--- config.mk ---
export PLATFORM = sky130hd
export DESIGN_NAME = slb_lock_monitor
export DESIGN_NICKNAME = d
export VERILOG_FILES = /design/src/rtl/slb_pkg.sv /design/src/rtl/slb_slip_latch.sv /design/src/rtl/slb_loss_combine.sv /design/src/rtl/slb_status_pack.sv /design/src/rtl/slb_lock_monitor.sv
export SDC_FILE = /design/constraint.sdc
export NUM_CORES = 1
export LEC_CHECK = 0
export ABC_AREA = 1
export BUFFER_PORTS_ARGS = -buffer_cell sky130_fd_sc_hd__buf_2
export CAP_MARGIN = 10
export CELL_PAD_IN_SITES_DETAIL_PLACEMENT = 1
export CELL_PAD_IN_SITES_GLOBAL_PLACEMENT = 1
export CORE_UTILIZATION = 20
export CTS_CLUSTER_DIAMETER = 200
export DETAILED_ROUTE_END_ITERATION = 16
export MAX_ROUTING_LAYER = met4
export PLACE_DENSITY = 0.81
export RECOVER_POWER = 100
export SYNTH_ARGS = -nofsm -noshare
export SYNTH_HDL_FRONTEND = slang
export SYNTH_SLANG_ARGS = --single-unit
export TNS_END_PERCENT = 1
--- constraint.sdc ---
create_clock -name clk -period 0.8 [get_ports clk]
set_clock_uncertainty 0.2 [all_clocks]
set_input_delay 0.04 -clock clk [delete_from_list [all_inputs] [get_ports clk]]
set_output_delay 0.04 -clock clk [all_outputs]
set_load 0.02 [all_outputs]
--- src/rtl/slb_pkg.sv ---
// Shared constants for the secondary-loop lock status monitor.
// Assumes: all loss sources are active-high and synchronous to one clock.
package slb_pkg;
    localparam int NUM_SRC    = 4;
    localparam int SRC_FINE   = 0;
    localparam int SRC_COARSE = 1;
    localparam int SRC_NOACT  = 2;
    localparam int SRC_LIMIT  = 3;

    localparam int MODE_W     = 4;
    localparam int STATUS_W   = MODE_W + 4;
    localparam int BIT_SYNC   = STATUS_W - 1;
    localparam int BIT_LOCK   = STATUS_W - 2;
    localparam int BIT_PFREQ  = STATUS_W - 3;
    localparam int BIT_SFREQ  = STATUS_W - 4;

    localparam logic [STATUS_W-1:0] STATUS_RST = {{(STATUS_W-1){1'b0}}, 1'b1};
endpackage

--- src/rtl/slb_slip_latch.sv ---
// Sticky holder for the coarse cycle-slip loss.
// Sets on a slip pulse while the coarse enable is high, and holds.
// Clears on any edge that samples the enable low; the clear beats a slip.
// Assumes: slip_pulse and enable are synchronous to clk.
module slb_slip_latch (
    input  logic clk,
    input  logic rst_n,
    input  logic en,
    input  logic slip,
    output logic held
);
    logic held_q;

    // Latch slips while enabled, drop everything when disabled.
    always_ff @(posedge clk) begin
        if (!rst_n)
            held_q <= 1'b0;
        else if (!en)
            held_q <= 1'b0;
        else if (slip)
            held_q <= 1'b1;
    end

    assign held = held_q;

    AST_SLIP_SETS:  assert property (@(posedge clk) disable iff (!rst_n) (en && slip) |=> held_q);
    AST_SLIP_HOLDS: assert property (@(posedge clk) disable iff (!rst_n) (en && held_q) |=> held_q);
    AST_CLEAR_WINS: assert property (@(posedge clk) disable iff (!rst_n) (!en) |=> !held_q);
endmodule

--- src/rtl/slb_loss_combine.sv ---
// Combines the enabled loss conditions into one current lock decision.
// A source with its enable low never contributes.
// Assumes: loss and enable vectors are indexed by slb_pkg source numbers.
module slb_loss_combine
    import slb_pkg::*;
(
    input  logic [NUM_SRC-1:0] enables,
    input  logic [NUM_SRC-1:0] losses,
    output logic               lock_now
);
    logic [NUM_SRC-1:0] gated;

    // Gate each source with its own enable.
    for (genvar s = 0; s < NUM_SRC; s++) begin : g_gate
        assign gated[s] = enables[s] & losses[s];
    end

    // Lock holds only when no gated source reports loss.
    always_comb begin
        lock_now = ~(|gated);
    end
endmodule

--- src/rtl/slb_status_pack.sv ---
// Registers the status byte from the lock decision and pass-through fields.
// Assumes: synchronous active-low reset loads slb_pkg::STATUS_RST.
module slb_status_pack
    import slb_pkg::*;
(
    input  logic                clk,
    input  logic                rst_n,
    input  logic                lock_now,
    input  logic                sync_alarm,
    input  logic                pri_freq_alarm,
    input  logic                sec_freq_alarm,
    input  logic [MODE_W-1:0]   pri_mode,
    output logic [STATUS_W-1:0] status
);
    logic [STATUS_W-1:0] next_status;

    // Place each field at its bit position.
    always_comb begin
        next_status                = '0;
        next_status[BIT_SYNC]      = sync_alarm;
        next_status[BIT_LOCK]      = lock_now;
        next_status[BIT_PFREQ]     = pri_freq_alarm;
        next_status[BIT_SFREQ]     = sec_freq_alarm;
        next_status[MODE_W-1:0]    = pri_mode;
    end

    // Register the byte; reset loads the fixed value.
    always_ff @(posedge clk) begin
        if (!rst_n)
            status <= STATUS_RST;
        else
            status <= next_status;
    end

    AST_MODE_FOLLOWS: assert property (@(posedge clk) disable iff (!rst_n)
        1'b1 |=> (status[MODE_W-1:0] == $past(pri_mode)));
    AST_SYNC_FOLLOWS: assert property (@(posedge clk) disable iff (!rst_n)
        1'b1 |=> (status[BIT_SYNC] == $past(sync_alarm)));
endmodule

--- src/rtl/slb_lock_monitor.sv ---
// Top level: secondary-loop lock status monitor.
// Joins the sticky slip latch, the loss combiner and the status register.
// Assumes: all inputs are synchronous to clk; enables are shared with the primary loop.
module slb_lock_monitor
    import slb_pkg::*;
(
    input  logic                clk,
    input  logic                rst_n,
    input  logic                en_fine,
    input  logic                en_coarse,
    input  logic                en_noact,
    input  logic                en_limit,
    input  logic                fine_loss,
    input  logic                slip_pulse,
    input  logic                noact_loss,
    input  logic                limit_loss,
    input  logic                sync_alarm,
    input  logic                pri_freq_alarm,
    input  logic                sec_freq_alarm,
    input  logic [MODE_W-1:0]   pri_mode,
    output logic [STATUS_W-1:0] status_byte,
    output logic                sec_lock
);
    logic               slip_held;
    logic               lock_now;
    logic [NUM_SRC-1:0] enables;
    logic [NUM_SRC-1:0] losses;

    // Hold coarse slips until the enable is toggled.
    slb_slip_latch i_latch (
        .clk   (clk),
        .rst_n (rst_n),
        .en    (en_coarse),
        .slip  (slip_pulse),
        .held  (slip_held)
    );

    // Gather enables and losses by source number.
    always_comb begin
        enables             = '0;
        losses              = '0;
        enables[SRC_FINE]   = en_fine;
        enables[SRC_COARSE] = en_coarse;
        enables[SRC_NOACT]  = en_noact;
        enables[SRC_LIMIT]  = en_limit;
        losses[SRC_FINE]    = fine_loss;
        losses[SRC_COARSE]  = slip_held;
        losses[SRC_NOACT]   = noact_loss;
        losses[SRC_LIMIT]   = limit_loss;
    end

    slb_loss_combine i_comb (
        .enables  (enables),
        .losses   (losses),
        .lock_now (lock_now)
    );

    slb_status_pack i_pack (
        .clk            (clk),
        .rst_n          (rst_n),
        .lock_now       (lock_now),
        .sync_alarm     (sync_alarm),
        .pri_freq_alarm (pri_freq_alarm),
        .sec_freq_alarm (sec_freq_alarm),
        .pri_mode       (pri_mode),
        .status         (status_byte)
    );

    assign sec_lock = status_byte[BIT_LOCK];

    AST_HELD_UNLOCKS: assert property (@(posedge clk) disable iff (!rst_n)
        (slip_held && en_coarse) |=> !sec_lock);
    AST_FINE_LOSS_UNLOCKS: assert property (@(posedge clk) disable iff (!rst_n)
        (en_fine && fine_loss) |=> !sec_lock);
    AST_QUIET_LOCKS: assert property (@(posedge clk) disable iff (!rst_n)
        (!slip_held && !(en_fine && fine_loss) && !(en_noact && noact_loss) && !(en_limit && limit_loss))
        |=> sec_lock);
endmodule

# Yosys cells after proc, flatten, opt, wreduce, memory -nomap -nowiden
# Index checks and enable logic that the tools add are counted.
# op_classes
bitwise,5
reduce_logical,2
# op_table
operator,n
$and 1x1->1,4
$reduce_or 4->1,1
$reduce_and 2->1,1
$not 1->1,1
# word_totals
elab_cells,9
inputBits,17
register_bits,9

# Logic depth before layout (Yosys ltp)
# logic_depth
depth_word,3
ltp_mapped,3
depth_no_buf,3

# Cells and area by module
# From an unflattened synthesis, not the netlist that was laid out.
# hier_totals
hier_cells,37
area_unflattened_um2,290.3
# by_module_without_submodules
module,instances,area_per_inst_um2,seq_area_each_um2,cells_each
slb_status_pack,1,225.2,160.2,25
slb_slip_latch,1,31.3,20.0,4
slb_loss_combine,1,26.3,0.0,7
slb_lock_monitor,1,7.5,0.0,1

# Least setup slack after synthesis
# OpenSTA, ideal clock, no wires.
# synth_timing
kind,reg-to-output
startpoint,register i_pack.status[6]
endpoint,output status_byte[6]
arrival_ps,595
t_required_ps,560
path_slack_ps,-35
path_stages_with_launch,2
path_buffers,1
cell_sequence,dfxtp_1 > buf_4
# synth_rtl
item,line,source
start: declaration,slb_status_pack.sv:13,output logic [STATUS_W-1:0] status
start signal: assignment,slb_status_pack.sv:32,status <= next_status;
end: declaration,slb_lock_monitor.sv:21,"output logic [STATUS_W-1:0] status_byte,"
# No word-level cell between the ends.

# Final worst setup path
# layout_timing
startpoint,register i_pack.status[6]
endpoint,output status_byte[6]
# No word-level cell between the ends.

==> results.json <==
{
  "dieArea_um2": 1660,
  "drt-wirelength-per-cell_um": 7.70,
  "p_total_mw": 0.990,
  "synthToLayoutAreaGrowth_pct": 75.0,
  "drt_iter0_drc": 1,
  "ys_seq_area_share_pct": 60.0,
  "drive_gt1_share_pct": 67.7,
  "cts-root-buf": "clkbuf_4",
  "finalCriticalPeriod_ns": 0.944,
  "io_buffer_count": 25,
  "synthesis.area_um2": 300,
  "insertion_delay_ns": 0.25,
  "grtUsageTotal_pct": 9.61,
  "clkTransAtPathRegs_ns": 0.06,
  "start_util_pct": 22.2,
  "layout.cells.non_filler": 77,
  "final_max_slew_viol_count": 0,
  "peakVddDrop_v": 0.000708,
  "io_pins": 26,
  "synth_cells": 35,
  "dp.cells": 73,
  "critPathCaptureType": "output port",
  "yosys.area.top_type": "dfxtp_1",
  "synth.distinct_cells": 9,
  "ys_ff_latch": 9,
  "cts_max_level": 1,
  "violations": "negative hold slack, negative setup slack",
  "mostFrequentLayoutCell": "buf_2",
  "synth_nets": 52,
  "fp.coreArea_um2": 1350,
  "min_path_type": "input port to register",
  "fillCellCount": 172,
  "rsz0062_at_grt": "yes",
  "slew_headroom_pct": 71.8,
  "gp_congestion": 0.514,
  "wl_um": 593,
  "grt_max_degree": 10,
  "critPathTopFamily": "flip-flops",
  "pre_cts_ws_ns": 0.00477,
  "die_width_um": 40.8,
  "startpoint_type": "register",
  "routed_via_density": 3.95,
  "cpMaxStageDelayCell": "dfxtp_2",
  "dp_hpwl_um": 498,
  "p_per_area_nw_per_um2": 1880,
  "die_h_um": 40.8,
  "worstMarginPinSlew_ns": 0.423,
  "diodes": 0,
  "yosysTopAreaCellShare_pct": 60.0,
  "fmax_ghz": 1.06,
  "finalSetupTns_ns": -1.15,
  "antenna_found_initial": 0,
  "cts_buffers": 3,
  "via_count": 304,
  "cts_buffer_depth": 2,
  "grt_pass1_vias": 248,
  "fin_area_um2": 526,
  "synth_warnings": 0,
  "clkSinkCount": 9,
  "outcome": "finished, violations left",
  "cts_tree": "built",
  "arrival_ns": 0.70,
  "drcViolationCount": 0,
  "firstDrtPassIters": 2,
  "syn_area_per_cell_um2": 8.58,
  "required_ns": 0.56,
  "max_stage_delay_ns": 0.34,
  "fin_crit_sh_pct": 118,
  "finish.utilization_pct": 38.9,
  "whs_ns": -0.239,
  "setup_viol": 9,
  "ant_nets": 0,
  "drv_cap": 0,
  "grt_pass1_wl_um": 890,
  "worstPathMaxFanout": 2,
  "final_cell_mix": "15 x buf_2, 10 x nand2_1, 9 x dfxtp_2, 9 x buf_6, 7 x inv_1",
  "row_count": 13,
  "synth.area.top_cells": "dfxtp_1 60%, nand2_1 15%, inv_1 8.8%, buf_6 3.8%, nand3_2 3.3%",
  "cp_cell_sequence": "buf_6",
  "final-hold-violation-count": 9,
  "leakagePower_nw": 0.300,
  "overflow": 0,
  "worstSetupPathType": "register to output port",
  "crit_buf_inv": 1,
  "fin_nets": 80,
  "placed_area_um2": 427,
  "post_cts_buffers": 0,
  "worst_slack_ns": -0.144
}
## report_power, final
| group | total (mW) | switching, mW | internal (mW) | leakage (nW) |
|---|---|---|---|---|
| sequential | 0.491 | 0.0125 | 0.478 | 0.0769 |
| clock | 0.335 | 0.144 | 0.191 | 0.0150 |
| combinational | 0.164 | 0.0759 | 0.0881 | 0.208 |
## metal layers
| metal | vias up | track usage (%) | wire (um) |
|---|---|---|---|
| li1 | 151 | - | - |
| met1 | 138 | 6.17 | 198 |
| met2 | 15 | 17.1 | 356 |
| met3 | 0 | 6.52 | 37 |
| met4 | 0 | 7.50 | 0 |
| met5 | - | - | 0 |
## synthesized netlist by cell type, drive strengths merged
cell and number:
nor2 3, nand2 13, inv 7, nand3 1, buf 2, dfxtp 9
## registers in the layout, summed over array words and instances (netlist names)
name	count
i_pack.status	8
i_latch.held	1
## what timing repair did
item | in CTS | in global routing
pin swaps | 0 | 1
gates resized for setup | 26 | 3
endpoints found under the setup margin | 10 | 11
hold endpoints to repair | 9 | 9
## cell type report
| cell class | instances | area (um2) | area share, % |
|---|---|---|---|
| repair buffers | 25 | 180 | 34.3 |
| well taps | 15 | 18.8 | 3.57 |
| flip-flops and latches | 9 | 191 | 36.4 |
| multi-input cells | 17 | 82.6 | 15.7 |
| inverters | 7 | 26.3 | 5.00 |
| clock buffers | 4 | 26.3 | 5.00 |
## worst paths after layout
check	start	slack [ns]	cells after the start	endpoint
worst max register to register	i_latch.held$_SDFFE_PN0P_	0.02	3	i_pack.status[6]$_SDFF_PN0_
worst min register to register	i_latch.held$_SDFFE_PN0P_	0.28	2	i_latch.held$_SDFFE_PN0P_
worst min-delay path	pri_mode[0]	-0.24	3	i_pack.status[0]$_SDFF_PN1_
worst max-delay path	i_pack.status[6]$_SDFF_PN0_	-0.14	1	status_byte[6]
## cells by family (layout without fill, tap and decap cells)
kind of cell | after synthesis | in the layout | share of synthesized area (%)
buf+inv | 9 | 36 | 15.0
flops | 9 | 9 | 60.0
simple gates | 17 | 17 | 25.0
No activity file was read; power rests on OpenSTA's default activity.
